**config.mk**
```make
export PLATFORM = sky130hd
export DESIGN_NAME = flash_cmd_ctrl
export DESIGN_NICKNAME = d
export VERILOG_FILES = /design/src/rtl/flash_cmd_pkg.sv /design/src/rtl/flash_cmd_fsm.sv /design/src/rtl/flash_cmd_dp.sv /design/src/rtl/flash_cmd_ctrl.sv
export SDC_FILE = /design/constraint.sdc
export NUM_CORES = 1
export LEC_CHECK = 0
export BUFFER_PORTS_ARGS = -buffer_cell sky130_fd_sc_hd__buf_4
export CORE_MARGIN = 5
export CORE_UTILIZATION = 55
export CTS_BUF_LIST = sky130_fd_sc_hd__clkbuf_4 sky130_fd_sc_hd__clkbuf_8
export DETAILED_ROUTE_END_ITERATION = 7
export PLACE_DENSITY = 0.85
export RECOVER_POWER = 25
export SLEW_MARGIN = 40
export SYNTH_ARGS = -nofsm -noshare
export SYNTH_HDL_FRONTEND = slang
export SYNTH_SLANG_ARGS = --single-unit
```
**constraint.sdc**
```tcl
create_clock -name clk -period 3.25 [get_ports clk]
set_clock_uncertainty 0.1 [all_clocks]
set_input_delay 0.1625 -clock clk [delete_from_list [all_inputs] [get_ports clk]]
set_output_delay 0.1625 -clock clk [all_outputs]
set_load 0.02 [all_outputs]
```
**src/rtl/flash_cmd_pkg.sv**
```systemverilog
package flash_cmd_pkg;
  typedef enum logic [1:0] {OP_NONE, OP_PROG, OP_SEC, OP_ALL} op_e;
  typedef enum logic [1:0] {RD_ARRAY = 2'd0, RD_ID = 2'd1, RD_STATUS = 2'd2} rdsel_e;

  // strobes from control to datapath
  typedef struct packed {
    op_e  fireOp;
    logic abortRun;
    logic idMode;
  } ctl_s;

  localparam logic [7:0] CMD_PROG   = 8'h10;
  localparam logic [7:0] CMD_SEC    = 8'h20;
  localparam logic [7:0] CMD_SEC_GO = 8'hD0;
  localparam logic [7:0] CMD_ALL    = 8'h30;
  localparam logic [7:0] CMD_ABORT  = 8'hFF;
  localparam logic [7:0] CMD_ID     = 8'h90;
  localparam logic [7:0] ID_MFR     = 8'hBF;
  localparam logic [7:0] ID_DEV     = 8'h04;
endpackage

```
**src/rtl/flash_cmd_fsm.sv**
```systemverilog
module flash_cmd_fsm
  import flash_cmd_pkg::*;
(
  input  logic       clk,
  input  logic       rstN,
  input  logic       wrEn,
  input  logic [7:0] wrData,
  input  logic       protectOn,
  input  logic       busy,
  input  logic       runErase,
  output ctl_s       ctl
);
  typedef enum logic [1:0] {S_IDLE, S_PROG, S_SEC, S_ALL} state_e;

  state_e state, nextState;
  logic   idMode, nextId;
  op_e    fireOp;
  logic   abortRun;

  always_comb begin
    nextState = state;
    nextId    = idMode;
    fireOp    = OP_NONE;
    abortRun  = 1'b0;
    if (wrEn) begin
      if (busy) begin
        if (wrData == CMD_ABORT && runErase) abortRun = 1'b1;
      end else begin
        unique case (state)
          S_IDLE: begin
            unique case (wrData)
              CMD_PROG: begin nextId = 1'b0; if (!protectOn) nextState = S_PROG; end
              CMD_SEC:  begin nextId = 1'b0; if (!protectOn) nextState = S_SEC;  end
              CMD_ALL:  begin nextId = 1'b0; if (!protectOn) nextState = S_ALL;  end
              CMD_ABORT: nextId = 1'b0;
              CMD_ID:    nextId = 1'b1;
              default: ;
            endcase
          end
          S_PROG: begin
            nextState = S_IDLE;
            if (wrData != CMD_ABORT && !protectOn) fireOp = OP_PROG;
          end
          S_SEC: begin
            nextState = S_IDLE;
            if (wrData == CMD_SEC_GO && !protectOn) fireOp = OP_SEC;
          end
          S_ALL: begin
            nextState = S_IDLE;
            if (wrData == CMD_ALL && !protectOn) fireOp = OP_ALL;
          end
          default: nextState = S_IDLE;
        endcase
      end
    end
  end

  always_ff @(posedge clk) begin
    if (!rstN) begin
      state  <= S_IDLE;
      idMode <= 1'b0;
    end else begin
      state  <= nextState;
      idMode <= nextId;
    end
  end

  assign ctl.fireOp   = fireOp;
  assign ctl.abortRun = abortRun;
  assign ctl.idMode   = idMode;
endmodule

```
**src/rtl/flash_cmd_dp.sv**
```systemverilog
module flash_cmd_dp
  import flash_cmd_pkg::*;
#(
  parameter int ADDR_W    = 19,
  parameter int SECT_BITS = 8,
  parameter int PROG_CYC  = 1750,
  parameter int SEC_CYC   = 200000,
  parameter int ALL_CYC   = 1000000
) (
  input  logic              clk,
  input  logic              rstN,
  input  ctl_s              ctl,
  input  logic [ADDR_W-1:0] wrAddr,
  input  logic [7:0]        wrData,
  input  logic              rdEn,
  input  logic [ADDR_W-1:0] rdAddr,
  output logic              busy,
  output logic              runErase,
  output logic              progReq,
  output logic              eraseSecReq,
  output logic              eraseAllReq,
  output logic [ADDR_W-1:0] reqAddr,
  output logic [7:0]        reqData,
  output logic [1:0]        rdSel,
  output logic [7:0]        idByte,
  output logic              toggleBit
);
  localparam int MAX_A   = (PROG_CYC > SEC_CYC) ? PROG_CYC : SEC_CYC;
  localparam int MAX_CYC = (MAX_A > ALL_CYC) ? MAX_A : ALL_CYC;
  localparam int CNT_W   = $clog2(MAX_CYC + 1);

  logic [CNT_W-1:0]  cnt, loadVal;
  logic [ADDR_W-1:0] tgtAddr;
  logic              rdHit;

  always_comb begin
    tgtAddr = wrAddr;
    loadVal = CNT_W'(PROG_CYC - 1);
    unique case (ctl.fireOp)
      OP_SEC: begin
        tgtAddr = {wrAddr[ADDR_W-1:SECT_BITS], {SECT_BITS{1'b0}}};
        loadVal = CNT_W'(SEC_CYC - 1);
      end
      OP_ALL:  loadVal = CNT_W'(ALL_CYC - 1);
      default: ;
    endcase
  end

  assign rdHit = busy && (rdAddr == reqAddr);

  always_ff @(posedge clk) begin
    if (!rstN) begin
      busy        <= 1'b0;
      runErase    <= 1'b0;
      cnt         <= '0;
      progReq     <= 1'b0;
      eraseSecReq <= 1'b0;
      eraseAllReq <= 1'b0;
      reqAddr     <= '0;
      reqData     <= '0;
      toggleBit   <= 1'b0;
    end else begin
      progReq     <= (ctl.fireOp == OP_PROG);
      eraseSecReq <= (ctl.fireOp == OP_SEC);
      eraseAllReq <= (ctl.fireOp == OP_ALL);
      if (ctl.fireOp != OP_NONE) begin
        busy      <= 1'b1;
        runErase  <= (ctl.fireOp != OP_PROG);
        cnt       <= loadVal;
        reqAddr   <= tgtAddr;
        reqData   <= wrData;
        toggleBit <= 1'b0;
      end else if (busy) begin
        if (ctl.abortRun || cnt == '0) begin
          busy     <= 1'b0;
          runErase <= 1'b0;
        end else begin
          cnt <= cnt - 1'b1;
        end
        if (rdEn && rdHit) toggleBit <= ~toggleBit;
      end
    end
  end

  always_comb begin
    if (rdHit)           rdSel = RD_STATUS;
    else if (ctl.idMode) rdSel = RD_ID;
    else                 rdSel = RD_ARRAY;
    idByte = 8'h00;
    if (ctl.idMode) begin
      if (rdAddr == '0)               idByte = ID_MFR;
      else if (rdAddr == ADDR_W'(1))  idByte = ID_DEV;
    end
  end
endmodule

```
**src/rtl/flash_cmd_ctrl.sv**
```systemverilog
module flash_cmd_ctrl
  import flash_cmd_pkg::*;
#(
  parameter int ADDR_W    = 19,
  parameter int SECT_BITS = 8,
  parameter int PROG_CYC  = 1750,
  parameter int SEC_CYC   = 200000,
  parameter int ALL_CYC   = 1000000
) (
  input  logic              clk,
  input  logic              rstN,
  input  logic              wrEn,
  input  logic [ADDR_W-1:0] wrAddr,
  input  logic [7:0]        wrData,
  input  logic              rdEn,
  input  logic [ADDR_W-1:0] rdAddr,
  input  logic              protectOn,
  output logic              progReq,
  output logic              eraseSecReq,
  output logic              eraseAllReq,
  output logic [ADDR_W-1:0] reqAddr,
  output logic [7:0]        reqData,
  output logic              busy,
  output logic [1:0]        rdSel,
  output logic [7:0]        idByte,
  output logic              toggleBit
);
  ctl_s ctl;
  logic runErase;

  flash_cmd_fsm u_fsm (
    .clk(clk), .rstN(rstN), .wrEn(wrEn), .wrData(wrData),
    .protectOn(protectOn), .busy(busy), .runErase(runErase), .ctl(ctl)
  );

  flash_cmd_dp #(
    .ADDR_W(ADDR_W), .SECT_BITS(SECT_BITS),
    .PROG_CYC(PROG_CYC), .SEC_CYC(SEC_CYC), .ALL_CYC(ALL_CYC)
  ) u_dp (
    .clk(clk), .rstN(rstN), .ctl(ctl), .wrAddr(wrAddr), .wrData(wrData),
    .rdEn(rdEn), .rdAddr(rdAddr), .busy(busy), .runErase(runErase),
    .progReq(progReq), .eraseSecReq(eraseSecReq), .eraseAllReq(eraseAllReq),
    .reqAddr(reqAddr), .reqData(reqData), .rdSel(rdSel), .idByte(idByte),
    .toggleBit(toggleBit)
  );
endmodule

```
==> reports/results.tsv, run 1 <==
stage	metric	value	unit
cells_and_area	# diodes	0	
sta	RSZ-0062 raised after global routing	no	
synthesis	Most used DFF post-synth	dfxtp_1	
place	Final GP Congestion	0.9076	
floorplan	Die ar.	0.007027	sq mm
sta	Max-slew headroom	0.4515	
power_and_ir_drop	Max VDD drop	308.9	uV
synthesis	synthesized area per cell	8.565	sq um
detailed_routing	top sig layer	met4	
sta	period utilisation layout	0.7846	
floorplan	die width	83.83	um
place	PortBufs	91	
synthesis	Synth area leaders	dfxtp_1 (37%), mux2i_1 (6.3%), nor2_1 (6.3%)	
sta	Fin. Hold Viols	0	
floorplan	Die Y	83.83	um
detailed_routing	TritonRoute pass-1 iters	4	
setup_path	slowest cell on the critical path	o2bb2ai_2	
global_routing	largest net degree at the start of global routing	44	
setup_path	critical path capture point type	flip-flop	
sta	fin. max-slew vios	0	
detailed_routing	Post-Route M1 WL	3.682	mm
detailed_routing	vias per cell	5.975	
synthesis	largest family of logic cells by synthesized area	simple AND/OR/NAND/NOR gates	
power_and_ir_drop	P_leak	1.492	nW
global_routing	vias in the first global route	3049	
setup_path	CP required	3.34	ns
cells_and_area	final core utilization	0.7423	
sta	final setup fails	0	
clock_network	clock transition at the registers of the reported paths	0.10	ns
power_and_ir_drop	combinational power share	0.091	
floorplan	row count	26	
place	DP Worst Slack	0.8282	ns
cells_and_area	layout cells sized above 1	0.2202	
detailed_routing	DRT antenna net count	0	
setup_path	CP Cell Sequence	nand2b_1, o2bb2ai_2, buf_4, mux2i_1, nor2_1	
synthesis	post-synth top area share	0.3740	
global_routing	total grt overflow	0	
clock_network	maximum root-to-sink buffer count	2	
place	hpwl dp	6.377	mm
synthesis	Synth Area in Adders	0.008347	
global_routing	global-route wire length before repair	14.77	mm
outcome	outcome	finished clean	
floorplan	initial core utilization	0.5760	
clock_network	Root Buffer	clkbuf_8	
power_and_ir_drop	PwrDens	338.8	mW/mm^2
detailed_routing	DRT iter0 DRCs	247	
cells_and_area	nets	497	
floorplan	IO Count	93	
sta	Worst-Margin Slew	0.8179	ns
detailed_routing	routed length on met3	553	um
clock_network	CTS tree	done	
detailed_routing	DR vias	3077	
worst_hold_path	worst hold path type	primary input to flip-flop	
cells_and_area	Finished Cell Area	0.003864	sq mm
synthesis	post-synthesis sequential area ratio	0.3740	
synthesis	Yosys cell types	59	
setup_path	Worst setup SP type	flip-flop	
setup_path	Slowest Stage Delay on Critical Path	0.72	ns
place	post-placement cell area	0.003670	sq mm
synthesis	Post-synth EDFFs	0	
cells_and_area	Synth-to-Final Area Change	28.88	%
setup_path	crit path max fanout	15	
synthesis	Post-Synth Simple-Gate Area	0.2767	
synthesis	area leader, netlist	dfxtp_1	
floorplan	Core Box Area	0.005205	sq mm
power_and_ir_drop	switching pwr	0.0002859	W
synthesis	Yosys warnings	0	
power_and_ir_drop	Pint	0.001023	W
power_and_ir_drop	Net Sw Frac	0.2184	
synthesis	Mapped Area	0.002998	sq mm
detailed_routing	Routed met2 length	4.734	mm
run	Max Cap Violations	0	
synthesis	number of synthesized register bits	56	
setup_path	Arrival @ worst endpoint	2.64	ns
synthesis	count leader, synth	dfxtp_1	
synthesis	Syn Nets	403	
synthesis	Post-synth top cells	dfxtp_1 (56), nor2_1 (50), a21oi_1 (24)	
synthesis	Synth Area in XOR/XNOR	0.07596	
clock_network	Sink Count	56	
sta	minimum clock period	2.550	ns
cells_and_area	Layout Cells excl Fill	515	
clock_network	clock latency on the worst-skew pair	0.31	ns
clock_network	CTS buffer count	5	
synthesis	Compound-Gate Fraction of Synth Area	0.1444	
global_routing	Total GRT Usage	0.2542	
detailed_routing	# DRC	0	
sta	Max Fclk	392.1	MHz
synthesis	multiplexer share of the synthesized area	0.06803	
place	Post-Place Cells	492	
detailed_routing	drt total wl	9.270	mm
detailed_routing	drt wl/cell	18.00	um
setup_path	CP Class	flip-flop to flip-flop	
global_routing	initial antenna violation count	0	
power_and_ir_drop	Clock power frac	0.385	
sta	post-route worst setup slack	0.6999	ns
synthesis	Post-Synthesis Cells	350	
clock_network	H-tree depth	2	
power_and_ir_drop	Seq pwr share	0.524	
synthesis	ys async rst share	0	
sta	Setup TNS	0	ns
area by class of cell:
class	instances	area (sq um)
fillers	407	1341
clock buffers	7	96.34
flip-flops and latches	56	1121
repair buffers	110	773.2
multi-input cells	266	1737
inverters	5	18.77
clock inverters	1	30.03
well taps	70	87.58
power groups by stage:
stage | Sequential [W] | Clock (W) | Combinational (W)
finish | 0.000686 | 0.000503 | 0.000119
global route | 0.000687 | 0.000531 | 0.000127
CTS | 0.000686 | 0.000507 | 0.000115
detailed placement | 0.000702 | 0 | 0.000101
global placement | 0.000702 | 0 | 0.0000983
floorplan | 0.000702 | 0 | 0.0000326
critical path: cells and delay by family, from the launching register on:
| kind | cells | cell delay [ns] |
|---|---|---|
| compound gates | 1 | 0.72 |
| flops | 1 | 0.45 |
| simple gates | 2 | 0.45 |
| buf+inv | 1 | 0.42 |
| mux | 1 | 0.28 |
layout by cell type, fill, tap and decap left out, drive strengths merged, types with 3 or more instances in the layout:
| cell | synthesis | final |
|---|---|---|
| a31oi | 6 | 6 |
| or3 | 6 | 6 |
| a21o | 3 | 3 |
| nand4 | 7 | 7 |
| dlygate4sd3 | 0 | 15 |
| o21ai | 11 | 11 |
| nor4b | 3 | 3 |
| and3 | 3 | 3 |
| xor2 | 16 | 16 |
| nand3 | 21 | 21 |
| a21oi | 26 | 26 |
| nor3 | 9 | 9 |
| buf | 16 | 71 |
| nor2b | 4 | 4 |
| nand3b | 3 | 3 |
| clkbuf | 7 | 31 |
| inv | 4 | 4 |
| o21a | 4 | 4 |
| nand2 | 19 | 19 |
| xnor2 | 10 | 10 |
| nor2 | 50 | 50 |
| or4 | 3 | 3 |
| nor4 | 13 | 13 |
| mux2i | 20 | 20 |
| dfxtp | 56 | 56 |
registers in the layout, indices dropped and copies added (netlist names):
| name | flops |
|---|---|
| u_dp.toggleBit | 1 |
| u_fsm.idMode | 1 |
| u_dp.cnt | 20 |
| u_dp.eraseSecReq | 1 |
| u_dp.reqData | 8 |
| u_dp.progReq | 1 |
| u_dp.reqAddr | 19 |
| u_fsm.state | 2 |
| u_dp.busy | 1 |
| u_dp.runErase | 1 |
| u_dp.eraseAllReq | 1 |
stage by stage:
stage	hold slack (ns)	total power, W
after floorplan	0.1800	0.0007348
after CTS	0.0007020	0.001309
after global routing	0.01050	0.001345
final	0.002771	0.001309
after detailed placement	0.3050	0.0008029
after global placement	0.2950	0.0008005
layer usage:
layer,vias to the layer above,track usage
met1,1480,0.2979
met2,123,0.4440
li1,1437,-
met4,0,0.1067
met5,-,0
met3,37,0.05627
cell families (layout without fill, tap and decap cells):
group                      after synthesis  in the layout
other                                    1              1
and+or+nand+nor                        151            151
DFF                                     56             56
xor gates and xnor gates                26             26
adders and majority gates                2              2
AOI/OAI and AO/OA                       66             66
buffers and inverters                   28            123
muxes                                   20             20
path summary, 6_finish.rpt:
kind / startpoint / end / slack [ns] / depth (start not counted)
worst max-delay path: u_dp.busy$_SDFF_PN0_ / u_dp.reqAddr[12]$_SDFFE_PN0P_ / 0.70 / 5
worst min-delay path: wrAddr[2] / u_dp.reqAddr[2]$_SDFFE_PN0P_ / 0.003 / 3
worst max register to register: u_dp.busy$_SDFF_PN0_ / u_dp.reqAddr[12]$_SDFFE_PN0P_ / 0.70 / 5
worst min register to register: u_dp.runErase$_SDFFE_PN0P_ / u_dp.runErase$_SDFFE_PN0P_ / 0.38 / 2
repair_timing:
action | 4_1_cts | 5_1_grt
gates resized for setup | 0 | 0
buffers inserted | 0 | 0
endpoints found under the hold margin | 14 | 1
hold buffers | 14 | 1
No activity file was read; power rests on OpenSTA's default activity.
==> inputs of run 2 (changes only) <==
- CORE_UTILIZATION: 55 -> 48
- PLACE_DENSITY: 0.85 -> 0.79
- clock period: 3.25 -> 2.1 ns (I/O delays scaled with it)
==> reports/results.tsv, run 2 (synthesis results as in run 1) <==
stage	metric	value	unit	change
cells_and_area	layout cells sized above 1	0.3293		was 0.2202
clock_network	clock latency on the worst-skew pair	0.31	ns	about the same
sta	fin. max-slew vios	0		unchanged
global_routing	vias in the first global route	3010		was 3,049
outcome	outcome	finished clean		unchanged
place	DP Worst Slack	-0.05437	ns	was 0.8282 ns
clock_network	Root Buffer	clkbuf_8		unchanged
power_and_ir_drop	Net Sw Frac	0.2194		was 0.2184
sta	RSZ-0062 raised after global routing	yes		was no
setup_path	critical path capture point type	flip-flop		unchanged
worst_hold_path	worst hold path type	primary input to flip-flop		unchanged
detailed_routing	DR vias	3192		was 3,077
worst_hold_path	Worst Hold Launch	wrData[3]		was wrAddr[2]
global_routing	initial antenna violation count	0		unchanged
detailed_routing	DRT iter0 DRCs	213		was 247
setup_path	Worst setup SP type	flip-flop		unchanged
place	Final GP Congestion	0.9235		was 0.9076
sta	period utilisation layout	0.9893		was 0.7846
global_routing	total grt overflow	0		unchanged
detailed_routing	# DRC	0		unchanged
floorplan	Die Y	89.03	um	was 83.83 um
setup_path	CP startpoint	u_dp.cnt[14]$_SDFFE_PN0P_		was u_dp.busy$_SDFF_PN0_
floorplan	Die ar.	0.007926	sq mm	was 0.007027 sq mm
floorplan	IO Count	93		unchanged
place	Post-Place Cells	520		was 492
clock_network	clock transition at the registers of the reported paths	0.10	ns	about the same
power_and_ir_drop	combinational power share	0.109		was 0.091
cells_and_area	commonest non-fill, non-tap cell in the layout	buf_4		unchanged
place	hpwl dp	6.587	mm	was 6.377 mm
detailed_routing	drt wl/cell	17.12	um	was 18.00 um
power_and_ir_drop	switching pwr	0.0004529	W	was 0.0002859 W
setup_path	crit path max fanout	6		was 15
setup_path	CP Cell Sequence	or3_4, nor4b_4, a21oi_4, buf_4, nor2_4, a21oi_1, o221a_2		was nand2b_1, o2bb2ai_2, buf_4, mux2i_1, nor2_1
power_and_ir_drop	P_leak	1.835	nW	was 1.492 nW
setup_path	Slowest Stage Delay on Critical Path	0.40	ns	was 0.72 ns
cells_and_area	final core utilization	0.7510		was 0.7423
cells_and_area	max reg flops	20		unchanged
cells_and_area	# diodes	0		unchanged
clock_network	maximum root-to-sink buffer count	2		unchanged
power_and_ir_drop	Max VDD drop	374.7	uV	was 308.9 uV
power_and_ir_drop	Seq pwr share	0.514		was 0.524
setup_path	R2R cell count	7		was 5
global_routing	global-route wire length before repair	14.62	mm	was 14.77 mm
place	PortBufs	91		unchanged
floorplan	initial core utilization	0.5004		was 0.5760
cells_and_area	Largest regs	u_dp.cnt (20), u_dp.reqAddr (19), u_dp.reqData (8)		unchanged
sta	post-route worst setup slack	0.02243	ns	was 0.6999 ns
detailed_routing	TritonRoute pass-1 iters	4		unchanged
sta	WHS	0.1001	ns	was 0.002771 ns
detailed_routing	DRT antenna net count	0		unchanged
setup_path	CP Class	flip-flop to flip-flop		unchanged
sta	Setup TNS	0	ns	unchanged
global_routing	Total GRT Usage	0.2359		was 0.2542
clock_network	H-tree depth	2		unchanged
run	Max Cap Violations	0		unchanged
floorplan	row count	28		was 26
power_and_ir_drop	PwrDens	458.8	mW/mm^2	was 338.8 mW/mm^2
power_and_ir_drop	Clock power frac	0.377		was 0.385
setup_path	slowest cell on the critical path	or3_4		was o2bb2ai_2
worst_hold_path	WHS Path Cells	5		was 3
clock_network	CTS tree	done		unchanged
cells_and_area	Top reg by flops	u_dp.cnt		unchanged
power_and_ir_drop	Pint	0.001611	W	was 0.001023 W
cells_and_area	nets	544		was 497
sta	final setup fails	0		unchanged
cells_and_area	Layout Cells excl Fill	567		was 515
sta	Fin. Hold Viols	0		unchanged
global_routing	largest net degree at the start of global routing	44		unchanged
setup_path	Arrival @ worst endpoint	2.19	ns	was 2.64 ns
clock_network	Sink Count	56		unchanged
cells_and_area	commonest cells after routing, fill and taps aside	buf_4 (104), dfxtp_1 (53), nor2_1 (49)		was buf_4 (71), dfxtp_1 (56), nor2_1 (50)
cells_and_area	Synth-to-Final Area Change	50.08	%	was 28.88%
sta	minimum clock period	2.078	ns	was 2.550 ns
sta	Max Fclk	481.3	MHz	was 392.1 MHz
clock_network	CTS buffer count	5		unchanged
setup_path	RR Startpoint	u_dp.cnt[14]$_SDFFE_PN0P_		was u_dp.busy$_SDFF_PN0_
floorplan	Core Box Area	0.005991	sq mm	was 0.005205 sq mm
floorplan	die width	89.03	um	was 83.83 um
setup_path	CP required	2.21	ns	was 3.34 ns
detailed_routing	drt total wl	9.709	mm	was 9.270 mm
detailed_routing	vias per cell	5.630		was 5.975
[run 2: cell types whose count changed in the layout (fill, tap and decap cells not counted), sizes merged]
cell / change
dlygate4sd3: +10
buf: +40
clkbuf: -7
dlymetal6s4s: +4
[run 2: final cells by class]
type | instances | area (sq um)
flip-flops and latches | 56 | 1125
fillers | 410 | 1491
multi-input cells | 266 | 1903
well taps | 75 | 93.84
repair buffers | 157 | 1232
clock inverters | 1 | 30.03
inverters | 5 | 18.77
clock buffers | 7 | 96.34
[run 2: final timing paths]
check | end | slack, ns
setup / recovery | u_dp.cnt[8]$_SDFFE_PN0P_ | 0.02
hold reg to reg | u_dp.runErase$_SDFFE_PN0P_ | 0.40
setup reg to reg | u_dp.cnt[8]$_SDFFE_PN0P_ | 0.02
hold / removal | u_dp.eraseAllReq$_SDFF_PN0_ | 0.10
[run 2: worst max-delay path, delay by kind of cell (launching register included)]
family                 cells  cell delay (ns)
AOI/OAI and AO/OA          3             0.46
DFF                        1             0.32
buffers and inverters      1             0.18
and+or+nand+nor            3             0.90
[run 2: routing by layer]
layer / vias up / global-route usage / wire length [um] / part of all wire
met2: 102 / 0.4136 / 5199 / 0.54
li1: 1533 / - / - / -
met1: 1533 / 0.2872 / 3798 / 0.39
met4: 0 / 0.08390 / 208 / 0.021
met5: - / 0 / 0 / 0
met3: 24 / 0.04608 / 502 / 0.052
[run 2: power by group through the flow]
stage | combinational (W) | clock, W | sequential [W]
floorplan | 0.0000505 | 0 | 0.00109
global placement | 0.000155 | 0 | 0.00109
detailed placement | 0.000158 | 0 | 0.00109
CTS | 0.000203 | 0.000792 | 0.00106
global route | 0.000239 | 0.000843 | 0.00106
finish | 0.000224 | 0.000778 | 0.00106
[run 2: metrics by stage]
stage | total power [W] | area [sq um]
finish | 0.002064 | 4499
global route | 0.002144 | 4499
CTS | 0.002057 | 4303
detailed placement | 0.001244 | 3870
global placement | 0.001241 | 3870
floorplan | 0.001137 | 3007
[run 2: what timing repair did]
action,4_1_cts,5_1_grt
hold buffers,29,0
pin swaps,1,18
resized for setup,3,48
setup endpoints to repair,5,35
hold endpoints to repair,31,0
buffers inserted,0,10
